## config.mk

```make
export PLATFORM = sky130hd
export DESIGN_NAME = irq_hub
export DESIGN_NICKNAME = d
export VERILOG_FILES = /design/src/rtl/irqhub_pkg.sv /design/src/rtl/irq_hub_ctrl.sv /design/src/rtl/irq_hub_dp.sv /design/src/rtl/irq_hub.sv
export SDC_FILE = /design/constraint.sdc
export NUM_CORES = 1
export LEC_CHECK = 0
export BUFFER_PORTS_ARGS = -buffer_cell sky130_fd_sc_hd__buf_2
export CAP_MARGIN = 10
export CORE_MARGIN = 2
export CORE_UTILIZATION = 33
export CTS_CLUSTER_DIAMETER = 80
export DETAILED_ROUTE_END_ITERATION = 10
export GPL_TIMING_DRIVEN = 0
export HOLD_SLACK_MARGIN = 0.08
export PLACE_DENSITY = 0.45
export SYNTH_ARGS = -nofsm -noshare
export SYNTH_HDL_FRONTEND = slang
export SYNTH_SLANG_ARGS = --single-unit
export TNS_END_PERCENT = 20
```

## constraint.sdc

```tcl
create_clock -name clk -period 143.1 [get_ports clk]
set_clock_uncertainty 0.2 [all_clocks]
set_input_delay 28.62 -clock clk [delete_from_list [all_inputs] [get_ports clk]]
set_output_delay 28.62 -clock clk [all_outputs]
set_load 0.005 [all_outputs]
```

## src/rtl/irqhub_pkg.sv

```systemverilog
package irqhub_pkg;
  // register kind selected by the address decoder
  typedef enum logic [2:0] {
    RK_NONE  = 3'd0,
    RK_PRIO  = 3'd1,
    RK_EN    = 3'd2,
    RK_THR   = 3'd3,
    RK_CLAIM = 3'd4
  } regKind_t;

  // strobes from control to datapath
  typedef struct packed {
    logic     rdStb;
    logic     wrStb;
    regKind_t kind;
  } strobe_t;
endpackage

```

## src/rtl/irq_hub_ctrl.sv

```systemverilog
module irq_hub_ctrl
  import irqhub_pkg::*;
#(
  parameter int NSRC   = 40,
  parameter int NCTX   = 2,
  parameter int ADDR_W = 26,
  localparam int SI_W  = $clog2(NSRC),
  localparam int NWORDS = (NSRC + 31) / 32,
  localparam int WW_W  = (NWORDS > 1) ? $clog2(NWORDS) : 1,
  localparam int CI_W  = (NCTX > 1) ? $clog2(NCTX) : 1
) (
  input  logic              rdEn,
  input  logic              wrEn,
  input  logic [ADDR_W-1:0] addr,
  output strobe_t           stb,
  output logic [CI_W-1:0]   ctxSel,
  output logic [SI_W-1:0]   srcSel,
  output logic [WW_W-1:0]   wordSel
);
  localparam logic [ADDR_W-1:0] PRI_HI = ADDR_W'(4 * NSRC);
  localparam logic [ADDR_W-1:0] ENB_LO = ADDR_W'(32'h2000);
  localparam logic [ADDR_W-1:0] ENB_HI = ADDR_W'(32'h2000 + NCTX * 32'h80);
  localparam logic [ADDR_W-1:0] CTL_LO = ADDR_W'(32'h20_0000);
  localparam logic [ADDR_W-1:0] CTL_HI = ADDR_W'(32'h20_0000 + NCTX * 32'h1000);

  logic [ADDR_W-1:0] encOff, ctlOff;

  always_comb begin
    encOff    = addr - ENB_LO;
    ctlOff    = addr - CTL_LO;
    stb.rdStb = rdEn;
    stb.wrStb = wrEn;
    stb.kind  = RK_NONE;
    ctxSel    = '0;
    srcSel    = '0;
    wordSel   = '0;
    if (addr[1:0] == 2'b00) begin
      if (addr < PRI_HI) begin
        stb.kind = RK_PRIO;
        srcSel   = addr[SI_W+1:2];
      end else if (addr >= ENB_LO && addr < ENB_HI && encOff[6:2] < 5'(NWORDS)) begin
        stb.kind = RK_EN;
        ctxSel   = CI_W'(encOff >> 7);
        wordSel  = encOff[WW_W+1:2];
      end else if (addr >= CTL_LO && addr < CTL_HI) begin
        ctxSel = CI_W'(ctlOff >> 12);
        if (ctlOff[11:0] == 12'h000) stb.kind = RK_THR;
        else if (ctlOff[11:0] == 12'h004) stb.kind = RK_CLAIM;
      end
    end
  end
endmodule

```

## src/rtl/irq_hub_dp.sv

```systemverilog
module irq_hub_dp
  import irqhub_pkg::*;
#(
  parameter int NSRC   = 40,
  parameter int NCTX   = 2,
  parameter int PRIO_W = 3,
  localparam int SI_W  = $clog2(NSRC),
  localparam int NWORDS = (NSRC + 31) / 32,
  localparam int WW_W  = (NWORDS > 1) ? $clog2(NWORDS) : 1,
  localparam int CI_W  = (NCTX > 1) ? $clog2(NCTX) : 1
) (
  input  logic            clk,
  input  logic            rst_n,
  input  logic [NSRC-1:0] req,
  input  strobe_t         stb,
  input  logic [CI_W-1:0] ctxSel,
  input  logic [SI_W-1:0] srcSel,
  input  logic [WW_W-1:0] wordSel,
  input  logic [31:0]     wdata,
  output logic [31:0]     rdata,
  output logic [NCTX-1:0] irq
);
  logic [PRIO_W-1:0] prio [NSRC];
  logic [NSRC-1:0]   en   [NCTX];
  logic [PRIO_W-1:0] thr  [NCTX];
  logic [NSRC-1:0]   pend, busy, pendNext, busyNext;
  logic [NCTX-1:0][SI_W-1:0] best;

  // per-context selection: strictly above threshold, highest priority, lowest ID on ties
  for (genvar c = 0; c < NCTX; c++) begin : g_sel
    logic [SI_W-1:0]   selId;
    logic [PRIO_W-1:0] selPrio;
    always_comb begin
      selId   = '0;
      selPrio = '0;
      for (int s = 1; s < NSRC; s++) begin
        if (pend[s] && en[c][s] && prio[s] > thr[c] && prio[s] > selPrio) begin
          selPrio = prio[s];
          selId   = SI_W'(s);
        end
      end
    end
    assign best[c] = selId;
    assign irq[c]  = (selId != '0);


    eligible_prio_chk: assert property (@(posedge clk) disable iff (!rst_n)
      irq[c] |-> (prio[best[c]] > thr[c] && pend[best[c]] && en[c][best[c]]));
  end

  logic            claimDo, complDo, complOk;
  logic [SI_W-1:0] claimId, complId;

  assign claimId = best[ctxSel];
  assign claimDo = stb.rdStb && stb.kind == RK_CLAIM && claimId != '0;
  assign complId = wdata[SI_W-1:0];
  assign complOk = wdata != 32'd0 && wdata < 32'(NSRC);
  assign complDo = stb.wrStb && stb.kind == RK_CLAIM && complOk &&
                   busy[complId] && en[ctxSel][complId];

  always_comb begin
    pendNext = pend | (req & ~busy);
    busyNext = busy;
    if (claimDo) begin
      pendNext[claimId] = 1'b0;
      busyNext[claimId] = 1'b1;
    end
    if (complDo) busyNext[complId] = 1'b0;
    pendNext[0] = 1'b0;
  end

  always_ff @(posedge clk or negedge rst_n) begin
    if (!rst_n) begin
      pend <= '0;
      busy <= '0;
      for (int s = 0; s < NSRC; s++) prio[s] <= '0;
      for (int c = 0; c < NCTX; c++) begin
        en[c]  <= '0;
        thr[c] <= '0;
      end
    end else begin
      pend <= pendNext;
      busy <= busyNext;
      if (stb.wrStb) begin
        if (stb.kind == RK_PRIO && srcSel != '0) prio[srcSel] <= wdata[PRIO_W-1:0];
        if (stb.kind == RK_THR) thr[ctxSel] <= wdata[PRIO_W-1:0];
        if (stb.kind == RK_EN) begin
          for (int s = 1; s < NSRC; s++)
            if ((s >> 5) == int'(wordSel)) en[ctxSel][s] <= wdata[s & 31];
        end
      end
    end
  end

  always_comb begin
    rdata = '0;
    case (stb.kind)
      RK_PRIO:  rdata = 32'(prio[srcSel]);
      RK_EN:    for (int s = 0; s < NSRC; s++)
                  if ((s >> 5) == int'(wordSel)) rdata[s & 31] = en[ctxSel][s];
      RK_THR:   rdata = 32'(thr[ctxSel]);
      RK_CLAIM: rdata = 32'(claimId);
      default:  rdata = '0;
    endcase
  end


  pend_busy_excl_chk: assert property (@(posedge clk) disable iff (!rst_n)
    (pend & busy) == '0);

  claim_masks_chk: assert property (@(posedge clk) disable iff (!rst_n)
    claimDo |=> (busy[$past(claimId)] && !pend[$past(claimId)]));

  bad_compl_ignored_chk: assert property (@(posedge clk) disable iff (!rst_n)
    (stb.wrStb && stb.kind == RK_CLAIM && !complOk && !claimDo) |=> busy == $past(busy));

  no_source_zero_chk: assert property (@(posedge clk) disable iff (!rst_n)
    !pend[0] && !busy[0]);

  quiet_when_idle_chk: assert property (@(posedge clk) disable iff (!rst_n)
    (pend == '0) |-> (irq == '0));
endmodule

```

## src/rtl/irq_hub.sv

```systemverilog
module irq_hub
  import irqhub_pkg::*;
#(
  parameter int NSRC   = 40,
  parameter int NCTX   = 2,
  parameter int ADDR_W = 26,
  parameter int PRIO_W = 3
) (
  input  logic              clk,
  input  logic              rst_n,
  input  logic [NSRC-1:0]   req,
  input  logic              wrEn,
  input  logic              rdEn,
  input  logic [ADDR_W-1:0] addr,
  input  logic [31:0]       wdata,
  output logic [31:0]       rdata,
  output logic [NCTX-1:0]   irq
);
  localparam int SI_W   = $clog2(NSRC);
  localparam int NWORDS = (NSRC + 31) / 32;
  localparam int WW_W   = (NWORDS > 1) ? $clog2(NWORDS) : 1;
  localparam int CI_W   = (NCTX > 1) ? $clog2(NCTX) : 1;

  strobe_t         stb;
  logic [CI_W-1:0] ctxSel;
  logic [SI_W-1:0] srcSel;
  logic [WW_W-1:0] wordSel;

  irq_hub_ctrl #(.NSRC(NSRC), .NCTX(NCTX), .ADDR_W(ADDR_W)) u_ctrl (
    .rdEn(rdEn), .wrEn(wrEn), .addr(addr),
    .stb(stb), .ctxSel(ctxSel), .srcSel(srcSel), .wordSel(wordSel)
  );

  irq_hub_dp #(.NSRC(NSRC), .NCTX(NCTX), .PRIO_W(PRIO_W)) u_dp (
    .clk(clk), .rst_n(rst_n), .req(req), .stb(stb),
    .ctxSel(ctxSel), .srcSel(srcSel), .wordSel(wordSel),
    .wdata(wdata), .rdata(rdata), .irq(irq)
  );
endmodule

```

==> results of run 1 <==
## layer usage
layer / global-route usage, % / vias up
li1: - / 14200
met1: 43.9 / 14900
met2: 45.4 / 1295
met3: 5.87 / 227
met4: 10.7 / 6
met5: 0 / -
## power by group
group	internal (mW)	leakage [nW]	switching [mW]
clock network	0.0683	0.708	0.0476
logic	0.00238	11.0	0.00845
registers	0.0800	3.38	0.0000000749
total	0.151	15.1	0.0560
## layout make-up
cell class | count | area share, %
Tap cell | 1165 | 4.36
Clock buffer | 48 | 3.27
Clock inverter | 26 | 1.14
Sequential cell | 283 | 21.2
Multi-Input combinational cell | 3007 | 62.7
Timing Repair Buffer | 148 | 2.95
Inverter | 224 | 2.54
Buffer | 146 | 1.81
Antenna cell | 4 | 0.0299
## metrics by stage
stage          std cells  total power, mW  utilization, %  worst slack, ns
6_report            5051            0.207            37.8            52.06
2_1_floorplan       3660           0.0840               -            63.79
3_3_place_gp        4956           0.0917            35.7            51.99
3_5_place_dp        4971           0.0920            36.1            53.51
4_1_cts             5045            0.208            37.8            52.70
5_1_grt             5047            0.211            37.8            47.52
## registers in the layout (all words and copies together) (netlist names)
signal,cells
u_dp.busy,40
u_dp.pend,39
u_dp.prio,120
u_dp.en,78
u_dp.thr,6
## cells in the final DEF (no fill, tap or decap), types with 41 or more instances in the layout
cell | synthesis | layout
a21o_1 | 67 | 67
a21oi_1 | 350 | 350
a311oi_1 | 47 | 46
and2_1 | 70 | 70
and3_1 | 47 | 47
buf_2 | 10 | 142
clkbuf_1 | 114 | 116
clkbuf_16 | 0 | 41
dfrtp_1 | 283 | 281
ha_1 | 328 | 328
inv_1 | 224 | 220
mux2_2 | 150 | 150
mux2i_1 | 52 | 52
nand2_1 | 379 | 379
nand3_1 | 136 | 136
nor2_1 | 276 | 275
nor2b_1 | 43 | 43
nor3_1 | 58 | 57
o21a_1 | 47 | 47
o21ai_0 | 224 | 224
o22ai_1 | 56 | 56
## worst max-delay path, delay by kind of cell, from the launching register on
| kind | cells | cell delay [ns] |
|---|---|---|
| AO/OA/AOI/OAI | 100 | 25.49 |
| adder cells (fa/ha/maj) | 52 | 16.02 |
| buffers and inverters | 14 | 2.23 |
| flip-flops | 1 | 0.42 |
| multiplexers | 7 | 2.65 |
| AND/OR/NAND/NOR | 86 | 14.64 |
## cell families (layout without fill, tap and decap cells)
logic type | Yosys count | in the layout | synth area share, %
flops | 283 | 283 | 24.0
compound gates | 1242 | 1242 | 28.5
mux | 203 | 203 | 7.55
other cells | 0 | 4 | 0
buf+inv | 370 | 592 | 4.90
simple gates | 1193 | 1193 | 19.7
fa+ha+maj | 369 | 369 | 15.3
## worst min path at each step
stage,start,end,cells past startpoint
5_1_grt,u_dp.prio[117],u_dp.prio[117],1
6_report,u_dp.prio[118],u_dp.prio[118],1
2_1_floorplan,u_dp.prio[118],u_dp.prio[118],1
3_5_place_dp,u_dp.prio[118],u_dp.prio[118],1
3_3_place_gp,u_dp.prio[118],u_dp.prio[118],1
4_1_cts,u_dp.prio[118],u_dp.prio[118],1
==> metrics.md, run 1 <==
| Metric | Value |
|---|---|
| Status | `completed` |
| Max Used Layer | `met5` |
| Dpl hpwl | `111,000 um` |
| Reg2reg start | `u_dp.thr[5]` |
| CP endpoint kind | `output port` |
| Max VDD drop | `0.00706 mV` |
| Final instance area | `0.0334 mm2` |
| Hold_buf cts | `0` |
| TritonCTS Buffers | `41` |
| Initial Utilization | `33.3%` |
| Global-route wire length before repair | `203,000 um` |
| Leading cell type by number of instances after synthesis | `nand2_1` |
| Warnings, synthesis | `0` |
| Tmin final | `91.04 ns` |
| DR WL/cell | `28.3 um` |
| Slowest-stage cell, CP | `nor3_1` |
| CP startpoint | `u_dp.thr[5]` |
| Routability Congestion | `0.959` |
| Global Route Usage Sum | `30.6%` |
| Area leader, netlist | `dfrtp_1` |
| Starting DRT DRC Count | `3,489` |
| Clk root buf | `clkbuf_16` |
| Cells after Synth | `3,660` |
| DP Area | `0.0319 mm2` |
| Crit path arrival time | `62.22 ns` |
| Worst Path Max Fanout | `39` |
| CP Launch Type | `flip-flop` |
| # DRC | `0` |
| Average size of a mapped cell | `8.05 um2` |
| Clock Pin Slew Worst Setup and Hold Paths | `0.06 ns` |
| Sink Count | `283` |
| Grt ovf | `0` |
| Post-synth EDFFs | `0` |
| RR Endpoint | `u_dp.busy[34]` |
| Cts repair resizes | `0` |
| Total number of vias | `30,700` |
| Std-Cell Rows | `109` |
| Largest net degree at the start of global routing | `97` |
| Number of I/O port buffers | `131` |
| Die X | `303 um` |
| CTS tree | `built` |
| Routed Antenna Nets | `0` |
| Worst-margin pin slew | `1.37 ns` |
| Seq cells post-synth | `283` |
| Core Footprint | `0.0884 mm2` |
| H-tree level count | `2` |
| Fin Hold WS | `0.255 ns` |
| Sum Neg Setup Slack | `0 ns` |
| Initial antenna violation count | `13` |
| FF/Latch Area | `0.00709 mm2` |
| Share of layout cells above drive strength 1 | `12.5%` |
| Critical path type | `flip-flop to output port` |
| I/O pin total | `136` |
| Post-Route M1 WL | `65,700 um` |
| Setup bufs post-CTS | `0` |
| # fillers | `9,358` |
| Area Growth Syn to Fin | `13.5%` |
| Final wirelength | `143,000 um` |
| FFs w/ async S/R, synth | `100%` |
| Bufs on Longest Clock Path | `3` |
| Met3 WL | `11,900 um` |
| Syn_nets | `4,090` |
| Leak | `15.1 nW` |
| Cell mode on critical path | `ha_1` |
| Worst-skew pair later-pin latency | `0.61 ns` |
| Vias per cell | `6.07` |
| Post-synth top area share | `24.0%` |
| Fmax | `11.0 MHz` |
| Final Setup Violations | `0` |
| Max-Cap Viols | `0` |
| Ys flop type | `dfrtp_1` |
| Worst R2R Path Depth | `259` |
| Final period util | `63.6%` |
| Commonest cells post-synth | `nand2_1, a21oi_1, ha_1, dfrtp_1, nor2_1` |
| Sequential area share after synthesis | `24.0%` |
| Rel. slew slack | `8.76%` |
| Unique masters post-synth | `108` |
| Main area contributors after synthesis | `dfrtp_1, ha_1, a21oi_1, mux2_2, nand2_1` |
| Total Nets Final | `4,281` |
| Met2 routed WL | `60,000 um` |
| Crit path to | `rdata[3]` |
| Full die area | `0.0917 mm2` |
| Final Max Tran Viols | `0` |
| Hold Crit Class | `flip-flop to flip-flop` |
| Synth Cell Area | `0.0295 mm2` |
| CP required | `114.28 ns` |
| RSZ-0062 raised after global routing | `false` |
| Die height | `303 um` |
| Vias in the first global route | `28,400` |
| Final hold viol count | `0` |
| First drt pass iteration count | `6` |
| CP max stage delay | `1.00 ns` |
| Reg2Reg Setup Slack | `80.65 ns` |
| Multi-input gate area | `0.0210 mm2` |
| Power Density | `6.18 mW/mm2` |
No activity file was read; power rests on OpenSTA's default activity.
==> inputs of run 2 (changes only) <==
Settings changed: PLACE_DENSITY 0.45 to 0.47.
Clock period 143.1 ns to 75 ns, I/O delays scaled along.
==> run 2 against run 1 <==
Compared with the run above:
- power up 84%
- core utilization is 0.33 points higher
- worst setup slack got worse by 48 ns
- sequential cell count stayed put
- combinational power is 88% higher
- clock power increased by 79%
- wire length is 1.3% lower
- die area did not move
- global-route usage down 0.51 points
- register-to-register slack worse by 62 ns
- non-clock buffer count grew 12
- sequential power is 91% higher
- critical endpoint unchanged
- largest power group unchanged
==> metrics.md, run 2 (same netlist as run 1, synthesis figures left out) <==
| Metric | Value |
|---|---|
| Status | `completed` |
| Fin Hold WS | `0.255 ns` |
| Die X | `303 um` |
| Largest net degree at the start of global routing | `103` |
| I/O pin total | `136` |
| DR WL/cell | `27.9 um` |
| Final Setup Violations | `0` |
| Std-Cell Rows | `109` |
| H-tree level count | `2` |
| Worst-skew pair later-pin latency | `0.60 ns` |
| TritonCTS Buffers | `39` |
| Final wirelength | `141,000 um` |
| Initial Utilization | `33.3%` |
| Full die area | `0.0917 mm2` |
| Worst Path Max Fanout | `26` |
| Crit path arrival time | `56.12 ns` |
| Power Density | `11.3 mW/mm2` |
| # DRC | `0` |
| Share of layout cells above drive strength 1 | `13.8%` |
| CP Launch Type | `flip-flop` |
| Global-route wire length before repair | `201,000 um` |
| Routability Congestion | `0.961` |
| Most frequent cells in the layout | `nand2_1, a21oi_1, ha_1` |
| Pre-CTS WS | `-0.976 ns` |
| Max FFs per register | `120` |
| Global Route Usage Sum | `30.1%` |
| Rel. slew slack | `3.23%` |
| Vias per cell | `6.16` |
| Die height | `303 um` |
| Sum Neg Setup Slack | `0 ns` |
| Area Growth Syn to Fin | `14.4%` |
| CP required | `59.80 ns` |
| Fmax | `14.0 MHz` |
| Core Footprint | `0.0884 mm2` |
| DP Area | `0.0319 mm2` |
| CTS tree | `built` |
| Hold_buf cts | `0` |
| Placed cell count | `4,971` |
| Final Max Tran Viols | `0` |
| Leak | `15.1 nW` |
| Ant. Diodes | `0` |
| Clock Pin Slew Worst Setup and Hold Paths | `0.06 ns` |
| Total Nets Final | `4,291` |
| Total number of vias | `31,200` |
| Reg2Reg Setup Slack | `18.75 ns` |
| Final hold viol count | `0` |
| Dpl hpwl | `109,000 um` |
| Final period util | `95.1%` |
| Routed Antenna Nets | `0` |
| Number of I/O port buffers | `131` |
| Power, Total | `381 uW` |
| Initial antenna violation count | `12` |
| Max VDD drop | `0.0136 mV` |
| Hold Crit Class | `flip-flop to flip-flop` |
| Clk root buf | `clkbuf_16` |
| Worst-margin pin slew | `1.44 ns` |
| Starting DRT DRC Count | `3,455` |
| Largest registers | `u_dp.prio: 120 flops, u_dp.en: 78 flops, u_dp.busy: 40 flops` |
| CP endpoint kind | `output port` |
| Max-Cap Viols | `0` |
| Sink Count | `283` |
| Vias in the first global route | `28,500` |
| Bufs on Longest Clock Path | `3` |
| Slowest-stage cell, CP | `or4_1` |
| Critical path type | `flip-flop to output port` |
| Finished Layout Cells | `5,057` |
| Final Util | `38.2%` |
| Top reg by flops | `u_dp.prio` |
| First drt pass iteration count | `6` |
| Cell mode on critical path | `ha_1` |
| Commonest non-fill, non-tap cell in the layout | `nand2_1` |
| Final instance area | `0.0337 mm2` |
| Tmin final | `71.32 ns` |
| CP max stage delay | `0.51 ns` |
| Grt ovf | `0` |
| Fin worst setup slack | `3.68 ns` |
## run 2: path summary, 6_finish.rpt
| path | startpoint | end | cells past startpoint |
|---|---|---|---|
| max in group asynchronous | rst_n | u_dp.en[68] | 3 |
| worst min register to register | u_dp.prio[118] | u_dp.prio[118] | 1 |
| worst min-delay path | u_dp.prio[118] | u_dp.prio[118] | 1 |
| min in group asynchronous | rst_n | u_dp.prio[101] | 1 |
| worst max-delay path | u_dp.thr[4] | rdata[3] | 265 |
| worst max register to register | u_dp.thr[4] | u_dp.busy[16] | 265 |
## run 2: critical path, delay by kind of cell (launching register included)
| family | cells | cell delay [ns] |
|---|---|---|
| AO/OA/AOI/OAI | 103 | 21.45 |
| adder cells (fa/ha/maj) | 52 | 15.74 |
| flip-flops | 1 | 0.46 |
| multiplexers | 7 | 2.49 |
| AND/OR/NAND/NOR | 87 | 13.09 |
| buffers and inverters | 16 | 2.13 |
## run 2: per-layer routing
metal | global-route usage, % | wire, um
met5 | 0 | 13
met4 | 10.3 | 5450
met3 | 3.91 | 11600
met2 | 45.1 | 59200
met1 | 44.0 | 64800
## run 2: final cells by class
cell class	count	area (um2)
fillers	9319	54700
multi-input cells	3007	21200
flip-flops and latches	283	7090
well taps	1165	1460
clock buffers	56	1110
repair buffers	160	1070
inverters	224	882
plain buffers	146	604
clock inverters	16	267
## run 2: report_power, final
group | total, mW | internal [mW] | switching, mW | leakage, nW
sequential | 0.153 | 0.153 | 0.000000137 | 3.38
clock | 0.208 | 0.122 | 0.0858 | 0.662
combinational | 0.0203 | 0.00447 | 0.0158 | 11.1
total | 0.381 | 0.279 | 0.102 | 15.1
## run 2: repair_timing
| action | 4_1_cts | 5_1_grt |
|---|---|---|
| setup buffers | 1 | 11 |
| pin swaps | 1 | 9 |
| resized for setup | 9 | 73 |
| endpoints found under the setup margin | 7 | 8 |
